## src/rtl/potctl_pkg.sv

```systemverilog
package potctl_pkg;

  localparam int BYTE_W = 8;

  // Action carried in the command byte just above the channel select
  typedef enum logic [1:0] {
    ACT_WRITE  = 2'b00,
    ACT_STORE  = 2'b01,
    ACT_RECALL = 2'b10,
    ACT_BOTH   = 2'b11
  } act_e;

  // Receiver frame position
  typedef enum logic [2:0] {
    FR_IDLE,
    FR_ADDR,
    FR_ADDR_ACK,
    FR_CMD,
    FR_CMD_ACK,
    FR_DATA,
    FR_DATA_ACK,
    FR_SKIP
  } frame_e;

endpackage

```

## src/rtl/i2c_line_sync.sv

```systemverilog
// Synchronizes both bus lines and derives clock edges and bus conditions.
module i2c_line_sync #(
  parameter int STAGES = 2
) (
  input  logic clk,
  input  logic rst_n,
  input  logic scl_in,
  input  logic sda_in,
  output logic sda_s,
  output logic scl_rise,
  output logic scl_fall,
  output logic bus_start,
  output logic bus_stop
);

  logic [STAGES-1:0] scl_pipe;
  logic [STAGES-1:0] sda_pipe;
  logic              scl_q;
  logic              sda_q;
  logic              scl_s;

  // Idle bus reads high, so reset to ones
  always_ff @(posedge clk or negedge rst_n) begin
    if (!rst_n) begin
      scl_pipe <= '1;
      sda_pipe <= '1;
      scl_q    <= 1'b1;
      sda_q    <= 1'b1;
    end else begin
      scl_pipe <= {scl_pipe[STAGES-2:0], scl_in};
      sda_pipe <= {sda_pipe[STAGES-2:0], sda_in};
      scl_q    <= scl_pipe[STAGES-1];
      sda_q    <= sda_pipe[STAGES-1];
    end
  end

  assign scl_s     = scl_pipe[STAGES-1];
  assign sda_s     = sda_pipe[STAGES-1];
  assign scl_rise  = scl_s & ~scl_q;
  assign scl_fall  = ~scl_s & scl_q;
  assign bus_start = scl_s & scl_q & sda_q & ~sda_s;
  assign bus_stop  = scl_s & scl_q & ~sda_q & sda_s;

endmodule

```

## src/rtl/i2c_frame_rx.sv

```systemverilog
// Frame receiver: address match, command and data bytes, acknowledge drive.
module i2c_frame_rx
  import potctl_pkg::*;
#(
  parameter int                        ADDR_W = 7,
  parameter int                        PIN_W  = 3,
  parameter logic [ADDR_W-PIN_W-1:0]   PREFIX = 4'b0101
) (
  input  logic              clk,
  input  logic              rst_n,
  input  logic              sda_s,
  input  logic              scl_rise,
  input  logic              scl_fall,
  input  logic              bus_start,
  input  logic              bus_stop,
  input  logic [PIN_W-1:0]  addr_pins,
  output logic              sda_pull,
  output logic              apply_stb,
  output logic [BYTE_W-1:0] cmd_byte,
  output logic [BYTE_W-1:0] data_byte
);

  localparam int CNT_W = $clog2(BYTE_W + 1);
  localparam logic [CNT_W-1:0] FULL = CNT_W'(BYTE_W);

  frame_e            state_q, state_d;
  logic [CNT_W-1:0]  cnt_q, cnt_d;
  logic [BYTE_W-1:0] shift_q, shift_d;
  logic [BYTE_W-1:0] cmd_q, cmd_d;
  logic [BYTE_W-1:0] data_q, data_d;
  logic              pull_q, pull_d;
  logic              stb_q, stb_d;
  logic              addr_hit;
  logic              in_byte;

  assign addr_hit = (shift_q[BYTE_W-1:1] == {PREFIX, addr_pins}) && !shift_q[0];
  assign in_byte  = (state_q == FR_ADDR) || (state_q == FR_CMD) || (state_q == FR_DATA);

  always_comb begin
    state_d = state_q;
    cnt_d   = cnt_q;
    shift_d = shift_q;
    cmd_d   = cmd_q;
    data_d  = data_q;
    pull_d  = pull_q;
    stb_d   = 1'b0;
    if (bus_start) begin
      state_d = FR_ADDR;
      cnt_d   = '0;
      pull_d  = 1'b0;
    end else if (bus_stop) begin
      state_d = FR_IDLE;
      cnt_d   = '0;
      pull_d  = 1'b0;
    end else if (in_byte) begin
      if (scl_rise && (cnt_q != FULL)) begin
        shift_d = {shift_q[BYTE_W-2:0], sda_s};
        cnt_d   = cnt_q + 1'b1;
      end else if (scl_fall && (cnt_q == FULL)) begin
        cnt_d = '0;
        unique case (state_q)
          FR_ADDR: begin
            state_d = addr_hit ? FR_ADDR_ACK : FR_SKIP;
            pull_d  = addr_hit;
          end
          FR_CMD: begin
            cmd_d   = shift_q;
            state_d = FR_CMD_ACK;
            pull_d  = 1'b1;
          end
          default: begin
            data_d  = shift_q;
            state_d = FR_DATA_ACK;
            pull_d  = 1'b1;
          end
        endcase
      end
    end else if (scl_fall) begin
      unique case (state_q)
        FR_ADDR_ACK: begin
          state_d = FR_CMD;
          pull_d  = 1'b0;
        end
        FR_CMD_ACK: begin
          state_d = FR_DATA;
          pull_d  = 1'b0;
        end
        FR_DATA_ACK: begin
          state_d = FR_SKIP;
          pull_d  = 1'b0;
          stb_d   = 1'b1;
        end
        default: ;
      endcase
    end
  end

  always_ff @(posedge clk or negedge rst_n) begin
    if (!rst_n) begin
      state_q <= FR_IDLE;
      cnt_q   <= '0;
      shift_q <= '0;
      cmd_q   <= '0;
      data_q  <= '0;
      pull_q  <= 1'b0;
      stb_q   <= 1'b0;
    end else begin
      state_q <= state_d;
      cnt_q   <= cnt_d;
      shift_q <= shift_d;
      cmd_q   <= cmd_d;
      data_q  <= data_d;
      pull_q  <= pull_d;
      stb_q   <= stb_d;
    end
  end

  assign sda_pull  = pull_q;
  assign apply_stb = stb_q;
  assign cmd_byte  = cmd_q;
  assign data_byte = data_q;

endmodule

```

## src/rtl/wiper_regfile.sv

```systemverilog
// Wiper positions and their protected stored copies.
module wiper_regfile
  import potctl_pkg::*;
#(
  parameter int              NCH   = 2,
  parameter int              W     = 8,
  parameter logic [W-1:0]    RST_V = 8'h80
) (
  input  logic                  clk,
  input  logic                  rst_n,
  input  logic                  apply_stb,
  input  logic [BYTE_W-1:0]     cmd,
  input  logic [W-1:0]          data,
  input  logic                  wp,
  output logic [NCH-1:0][W-1:0] wiper,
  output logic [NCH-1:0][W-1:0] nv
);

  localparam int SEL_W = (NCH > 1) ? $clog2(NCH) : 1;
  localparam int ACT_L = SEL_W;

  logic [SEL_W-1:0] sel;
  act_e             act;
  logic             known;

  assign sel   = cmd[SEL_W-1:0];
  assign act   = act_e'(cmd[ACT_L+1:ACT_L]);
  assign known = (cmd[BYTE_W-1:ACT_L+2] == '0);

  for (genvar ch = 0; ch < NCH; ch++) begin : g_ch
    logic         hit;
    logic         wip_en, nv_en;
    logic [W-1:0] wip_nxt, nv_nxt;
    logic [W-1:0] wip_q, nv_q;

    always_comb begin
      hit     = apply_stb && known && (sel == SEL_W'(ch));
      wip_en  = hit && (act != ACT_STORE);
      wip_nxt = (act == ACT_RECALL) ? nv_q : data;
      nv_en   = hit && !wp && ((act == ACT_STORE) || (act == ACT_BOTH));
      nv_nxt  = (act == ACT_STORE) ? wip_q : data;
    end

    always_ff @(posedge clk or negedge rst_n) begin
      if (!rst_n) begin
        wip_q <= RST_V;
        nv_q  <= RST_V;
      end else begin
        if (wip_en) wip_q <= wip_nxt;
        if (nv_en)  nv_q  <= nv_nxt;
      end
    end

    assign wiper[ch] = wip_q;
    assign nv[ch]    = nv_q;
  end

endmodule

```

## src/rtl/potctl_i2c_slave.sv

```systemverilog
// Top: reset conditioning, line synchronizer, frame receiver, register file.
module potctl_i2c_slave
  import potctl_pkg::*;
#(
  parameter int SYNC_STAGES = 2,
  parameter int PIN_W       = 3,
  parameter int W           = 8
) (
  input  logic             clk,
  input  logic             rst_n,
  input  logic             scl_in,
  input  logic             sda_in,
  input  logic [PIN_W-1:0] addr_pins_i,
  input  logic             wp_i,
  output logic             sda_pull_o,
  output logic [W-1:0]     wiper_a_o,
  output logic [W-1:0]     wiper_b_o,
  output logic [W-1:0]     nv_a_o,
  output logic [W-1:0]     nv_b_o
);

  localparam int NCH = 2;

  logic [1:0]               rst_pipe;
  logic                     rst_ns;
  logic                     sda_s, scl_rise, scl_fall, bus_start, bus_stop;
  logic                     apply_stb;
  logic [BYTE_W-1:0]        cmd_byte, data_byte;
  logic [NCH-1:0][W-1:0]    wiper, nv;

  // Asynchronous assert, synchronous release
  always_ff @(posedge clk or negedge rst_n) begin
    if (!rst_n) rst_pipe <= 2'b00;
    else        rst_pipe <= {rst_pipe[0], 1'b1};
  end
  assign rst_ns = rst_pipe[1];

  i2c_line_sync #(.STAGES(SYNC_STAGES)) u_sync (
    .clk       (clk),
    .rst_n     (rst_ns),
    .scl_in    (scl_in),
    .sda_in    (sda_in),
    .sda_s     (sda_s),
    .scl_rise  (scl_rise),
    .scl_fall  (scl_fall),
    .bus_start (bus_start),
    .bus_stop  (bus_stop)
  );

  i2c_frame_rx #(.ADDR_W(7), .PIN_W(PIN_W), .PREFIX(4'b0101)) u_rx (
    .clk       (clk),
    .rst_n     (rst_ns),
    .sda_s     (sda_s),
    .scl_rise  (scl_rise),
    .scl_fall  (scl_fall),
    .bus_start (bus_start),
    .bus_stop  (bus_stop),
    .addr_pins (addr_pins_i),
    .sda_pull  (sda_pull_o),
    .apply_stb (apply_stb),
    .cmd_byte  (cmd_byte),
    .data_byte (data_byte)
  );

  wiper_regfile #(.NCH(NCH), .W(W), .RST_V(W'(8'h80))) u_regs (
    .clk       (clk),
    .rst_n     (rst_ns),
    .apply_stb (apply_stb),
    .cmd       (cmd_byte),
    .data      (data_byte),
    .wp        (wp_i),
    .wiper     (wiper),
    .nv        (nv)
  );

  assign wiper_a_o = wiper[0];
  assign wiper_b_o = wiper[1];
  assign nv_a_o    = nv[0];
  assign nv_b_o    = nv[1];

endmodule

```

## config.mk

```make
export PLATFORM = sky130hd
export DESIGN_NAME = potctl_i2c_slave
export DESIGN_NICKNAME = d
export VERILOG_FILES = /design/src/rtl/potctl_pkg.sv /design/src/rtl/i2c_line_sync.sv /design/src/rtl/i2c_frame_rx.sv /design/src/rtl/wiper_regfile.sv /design/src/rtl/potctl_i2c_slave.sv
export SDC_FILE = /design/constraint.sdc
export NUM_CORES = 1
export LEC_CHECK = 0
export CAP_MARGIN = 20
export CORE_MARGIN = 2
export CORE_UTILIZATION = 50
export DETAILED_ROUTE_END_ITERATION = 10
export PLACE_DENSITY = 0.72
export SLEW_MARGIN = 20
export SYNTH_ARGS = -nofsm -noshare
export SYNTH_HDL_FRONTEND = slang
export SYNTH_HIERARCHICAL = 1
export SYNTH_SLANG_ARGS = --single-unit
```

## constraint.sdc

```tcl
create_clock -name clk -period 2.6 [get_ports clk]
set_input_delay 0.78 -clock clk [delete_from_list [all_inputs] [get_ports clk]]
set_output_delay 0.78 -clock clk [all_outputs]
set_load 0.005 [all_outputs]
```

==> results of run 1 <==
-- cell usage after synthesis, types with 2 or more instances --
library cell  count
a21boi_0          2
and4b_1           3
buf_2             2
buf_4             2
clkbuf_1          3
dfrtp_1          63
dfstp_2          10
ha_1              2
inv_1             3
mux2_2           88
nand2_1           5
nand2b_1          2
nand3_1           2
nand3b_1          2
nor2_1            6
nor2b_1           5
nor3_1            3
nor3_2            2
nor4_4            2
o21a_1            2
xor2_1            5
-- metrics by stage --
stage | cells | hold slack, ns
finish | 366 | 0.282
global route | 366 | 0.325
CTS | 366 | 0.299
detailed placement | 350 | 0.306
global placement | 350 | 0.302
floorplan | 232 | 0.331
-- sequential cells by signal, summed over array words and instances, names as in the netlist --
register / cells
u_rx/cnt_q: 4
u_regs/g_ch.nv_q: 16
u_rx/cmd_byte: 8
u_sync/scl_q: 1
u_rx/sda_pull: 1
u_rx/shift_q: 8
rst_pipe: 2
u_sync/sda_q: 1
u_rx/apply_stb: 1
u_sync/sda_pipe: 2
u_sync/scl_pipe: 2
u_rx/data_byte: 8
u_regs/g_ch.wip_q: 16
u_rx/state_q: 3
-- layout make-up --
| cell class | instances | area, um^2 | area share |
|---|---|---|---|
| flip-flops and latches | 73 | 1840 | 0.446 |
| well taps | 77 | 96.3 | 0.0233 |
| multi-input cells | 148 | 1460 | 0.353 |
| inverters | 3 | 11.3 | 0.00273 |
| repair buffers | 49 | 480 | 0.116 |
| clock inverters | 5 | 103 | 0.0248 |
| clock buffers | 11 | 141 | 0.0342 |
-- logic make-up after synthesis --
logic type / Yosys count / share of synthesized area
muxes: 88 / 0.296
DFF: 73 / 0.550
and+or+nand+nor: 40 / 0.0868
AOI/OAI and AO/OA: 12 / 0.0299
buffers and inverters: 11 / 0.0157
xor gates and xnor gates: 5 / 0.0131
adders and majority gates: 2 / 0.00748
other: 1 / 0.00112
-- final timing paths --
| path | start | to | slack, ns | cells past startpoint |
|---|---|---|---|---|
| setup / recovery | u_regs/g_ch[0].nv_q[7] | nv_a_o[7] | 0.45 | 1 |
| hold / removal | rst_pipe[1] | u_regs/g_ch[1].nv_q[4] | 0.28 | 0 |
| setup reg to reg | u_rx/cmd_byte[4] | u_regs/g_ch[1].wip_q[6] | 0.46 | 3 |
| hold reg to reg | rst_pipe[1] | u_regs/g_ch[1].nv_q[4] | 0.28 | 0 |
| max in group asynchronous | rst_pipe[1] | u_regs/g_ch[0].nv_q[7] | 1.62 | 1 |
| min in group clk | rst_pipe[0] | rst_pipe[1] | 0.35 | 0 |
-- metal layers --
| metal | global-route usage | up-vias | wire length (um) |
|---|---|---|---|
| li1 | - | 950 | - |
| met1 | 0.250 | 1047 | 2850 |
| met2 | 0.280 | 36 | 2880 |
| met3 | 0.0327 | 11 | 161 |
| met4 | 0.0736 | 0 | 95 |
| met5 | 0 | - | 0 |
-- power groups by stage --
stage	Clock (uW)	Combinational (uW)	Sequential (uW)
global placement	0	249	1390
finish	1050	255	1380
detailed placement	0	256	1390
floorplan	0	188	1360
global route	1130	288	1400
CTS	1080	260	1370
==> metrics.yaml, run 1 <==
status: "complete, but fails checks"
violations: "design-rule violations"
end_kind: "primary output"
ys.flop_type: "dfrtp_1"
rsz0062_at_grt: "false"
antenna_cells: 0
fillers: 494
cts_resized: 0
routed-via-count: 2044
cp_max_fo: 3
final_nets: 294
hold_path_class: "flip-flop to asynchronous set/reset pin"
h-tree-depth: 3
seqPwrFrac: 0.513
swShare: 0.235
root_buffer: "clkbuf_8"
drc: 2
critical_path.n_buffers_inverters: 1
grt_max_degree: 33
synth_edf_count: 0
syn_avg_cell_area_um2: 14.4
p_int_uw: 2050
crit_chain: "clkdlybuf4s50_1"
setup_viol: 0
ys_seq_area_frac: 0.550
worst_pin_slew_ns: 0.619
gp_congestion: 0.815
area_growth_pct: 23.4
core.rowCount: 29
numCtsBuffers: 9
ant_nets: 0
drt_first_iter_violations: 92
post-route-period-util: 0.827
grt_overflow: 0
path_class: "flip-flop to primary output"
worst_slack_ns: 0.451
port_buffers: 40
synth_top_cell_area_share: 0.471
place_area_um2: 3880
crit_family: "flip-flops"
fin_worst_skew_ns: 0.00832
final_common_cell: "mux2_2"
final_area_um2: 4130
drv_slew: 0
die_w_um: 85.8
worstPathArrival_ns: 1.37
yosysWarnings: 6
combPwrFrac: 0.095
async_flop_share: 1.00
max_stage_delay_ns: 0.55
ios: 41
critPathRequiredTime_ns: 1.82
start_util: 0.521
drv_cap: 0
crit_path_start_kind: "flip-flop"
utilization: 0.643
power_density_nw_per_um2: 650
clkPwrFrac: 0.392
ys_ff_latch: 73
clk_pin_slew_ns: 0.08
postSynthCellCount: 232
p_leak_uw: 0.00189
synth_top_area_cell: "dfrtp_1"
cts_hold_buffers: 0
core_area_um2: 6420
die_area_um2: 7360
ys_top_cells_by_area: "dfrtp_1 (47%), mux2_2 (30%), dfstp_2 (7.9%), xor2_1 (1.3%), nor4_4 (1.3%)"
ir_drop_uv: 475
synthesis.nets: 242
antenna_found_initial: 0
grt_pass1_vias: 2056
cts_tree: "done"
power.total_uw: 2680
wl_per_cell_um: 16.4
vias_per_cell: 5.58
slew_headroom: 0.587
drt-total-wl_um: 5990
mostFrequentLayoutCells: "mux2_2 (88), dfrtp_1 (62), clkdlybuf4s50_1 (40), clkbuf_8 (10), dfstp_2 (10)"
place_hpwl_um: 4280
yosysUniqueCellTypes: 39
drt_pass1_iterations: 7
netlist_area_um2: 3350
p_switching_uw: 630
post-place-ws_ns: 0.246
cts_sinks: 73
fin_crit_ns: 2.15
grtUsageTotal: 0.180
post_cts_buffers: 0
die_y_um: 85.8
cts.path.max_buffers: 2
clk_latency_ns: 0.33
drive_above_1_share: 0.464
fmax_ghz: 0.465
finalSetupTns_ns: 0
crit_path_top_delay_cell: "dfstp_2"
hold_viol: 0
grt_pass1_wl_um: 10300
Note: power is estimated with default switching activity, not from simulation.
==> run 2: changes to the inputs <==
==> constraint.sdc (replaced) <==
create_clock -name clk -period 2.1 [get_ports clk]
set_input_delay 0.63 -clock clk [delete_from_list [all_inputs] [get_ports clk]]
set_output_delay 0.63 -clock clk [all_outputs]
set_load 0.005 [all_outputs]
==> run 2 against run 1 <==
The flow still finishes with violations (design-rule violations). Critical endpoint unchanged. Highest routed layer unchanged. Hold slack lost 0.15 ns. Non-clock buffer count is 5 higher. Sequential share of layout area grew 0.081 points. Setup slack worse by 0.35 ns. First-iteration DRC count shrank 13%.
==> metrics.yaml, run 2 (synthesis results as in run 1) <==
status: "complete, but fails checks"
violations: "design-rule violations"
finalSetupTns_ns: 0  # unchanged
drc: 2  # unchanged
die_area_um2: 7360  # unchanged
utilization: 0.642  # -0.00117
end_kind: "primary output"
area_growth_pct: 23.2
fin_cells: 371  # +1.4%
ios: 41  # unchanged
timing.rr.start: "u_rx/cmd_byte[4]"
routed-via-count: 1991  # -2.6%
place_hpwl_um: 4220  # -1.2%
crit_family: "flip-flops"
p_leak_uw: 0.00189  # about the same
cp_max_fo: 3  # unchanged
ir_drop_uv: 390  # -18%
clk_pin_slew_ns: 0.08  # about the same
ant_nets: 0  # unchanged
grt_pass1_wl_um: 10600  # +2.9%
crit_path_top_delay_cell: "dfstp_2"
root_buffer: "clkbuf_8"
vias_per_cell: 5.37  # -3.9%
fillers: 500  # +1.2%
core_area_um2: 6420  # unchanged
worstRegToRegCells: 4  # +1
drt-total-wl_um: 6000  # +0.10%
grt_overflow: 0  # unchanged
grtUsageTotal: 0.186  # +0.00647
crit_chain: "clkdlybuf4s50_1"
dp.cells: 355  # +1.4%
cp-endpoint: "nv_a_o[7]"
path_class: "flip-flop to primary output"
core.rowCount: 29  # unchanged
fin_worst_skew_ns: 0.00734  # -0.000976 ns
critical_path.n_buffers_inverters: 1  # unchanged
numCtsBuffers: 9  # unchanged
cts_sinks: 73  # unchanged
gp_congestion: 0.787  # -3.5%
hold_viol: 0  # unchanged
cp_num_cells: 1  # unchanged
cts_hold_buffers: 0  # unchanged
setup_viol: 0  # unchanged
final_nets: 299  # +1.7%
power_density_nw_per_um2: 747  # +15%
fmax_ghz: 0.499
ff2ff_setup_slack_ns: 0.15  # -0.31 ns
fin_crit_ns: 2.00
grt_max_degree: 63  # +91%
post_cts_buffers: 0  # unchanged
drv_cap: 0  # unchanged
biggestRegsByFlops: "u_regs/g_ch.nv_q (16), u_regs/g_ch.wip_q (16)"
drv_slew: 0  # unchanged
port_buffers: 40  # unchanged
hold_path_class: "flip-flop to asynchronous set/reset pin"
critPathRequiredTime_ns: 1.47  # -0.35 ns
worstPathArrival_ns: 1.37  # about the same
drive_above_1_share: 0.480  # +0.0159
crit_start: "u_regs/g_ch[0].nv_q[7]"
crit_path_start_kind: "flip-flop"
antenna_cells: 0  # unchanged
mostFrequentLayoutCells: "mux2_2 (88), dfrtp_1 (62), clkdlybuf4s50_1 (40), buf_4 (13), dfstp_2 (10)"
final_common_cell: "mux2_2"
die_w_um: 85.8  # unchanged
max_stage_delay_ns: 0.55  # about the same
clk_latency_ns: 0.34  # about the same
start_util: 0.521  # unchanged
post-route-period-util: 0.954
worst_slack_ns: 0.0961  # -0.355 ns
cts_tree: "done"
h-tree-depth: 3  # unchanged
drt_first_iter_violations: 80  # -13%
wl_per_cell_um: 16.2  # -1.2%
rsz0062_at_grt: "false"
die_y_um: 85.8  # unchanged
grt_pass1_vias: 2084  # +1.4%
cts.path.max_buffers: 2  # unchanged
power.total_uw: 3080  # +15%
reg2reg_to: "u_regs/g_ch[0].wip_q[4]"
drt_pass1_iterations: 9  # +2
antenna_found_initial: 0  # unchanged
post-place-ws_ns: -0.110  # -0.356 ns
run 2: cell count changes in the layout (fill, tap and decap cells not counted):
cell        change
clkbuf_1        -1
bufinv_16       -2
or4_4           +1
clkbuf_8        -1
buf_4           +5
clkinv_4        +1
clkinvlp_4      +2
or4_1           -1
clkinv_2        +1
run 2: area by class of cell:
class / count / area, um^2 / share of cell area
Clock buffer: 9 / 124 / 0.0301
Multi-Input combinational cell: 148 / 1460 / 0.354
Timing Repair Buffer: 54 / 518 / 0.126
Tap cell: 77 / 96.3 / 0.0234
Sequential cell: 73 / 1840 / 0.447
Clock inverter: 7 / 71.3 / 0.0173
Inverter: 3 / 11.3 / 0.00273
run 2: worst min-delay path by stage:
| stage | start | endpoint | slack (ns) | depth (start not counted) |
|---|---|---|---|---|
| after global routing | rst_pipe[1] | u_rx/sda_pull | 0.15 | 0 |
| after floorplan | rst_n | rst_pipe[0] | 0.33 | 0 |
| after global placement | rst_pipe[1] | u_rx/sda_pull | 0.13 | 0 |
| final | rst_pipe[1] | u_rx/sda_pull | 0.13 | 0 |
| after detailed placement | rst_pipe[1] | u_rx/sda_pull | 0.13 | 0 |
| after CTS | rst_pipe[1] | u_rx/sda_pull | 0.14 | 0 |
run 2: per-layer routing:
layer,wire (um),track usage,vias to the layer above
met5,0,0,-
met4,101,0.0823,0
met3,147,0.0346,9
met2,2910,0.292,30
met1,2840,0.254,999
li1,-,-,953
run 2: power by group:
part           internal (uW)  leakage [uW]  switching, uW
Combinational            186      0.000839            137
Sequential              1530      0.000959            162
Clock                    545     0.0000912            513
Total                   2270       0.00189            812
run 2: through the flow:
| step | hold slack (ns) | area, um^2 |
|---|---|---|
| final | 0.132 | 4120 |
| after global routing | 0.152 | 4120 |
| after CTS | 0.138 | 4120 |
| after detailed placement | 0.134 | 3920 |
| after global placement | 0.130 | 3920 |
| after floorplan | 0.331 | 3350 |
run 2: timing repair:
action | in CTS | in global routing
gates resized for setup | 0 | 1
setup endpoints to repair | 0 | 6
hold endpoints to repair | 0 | 0
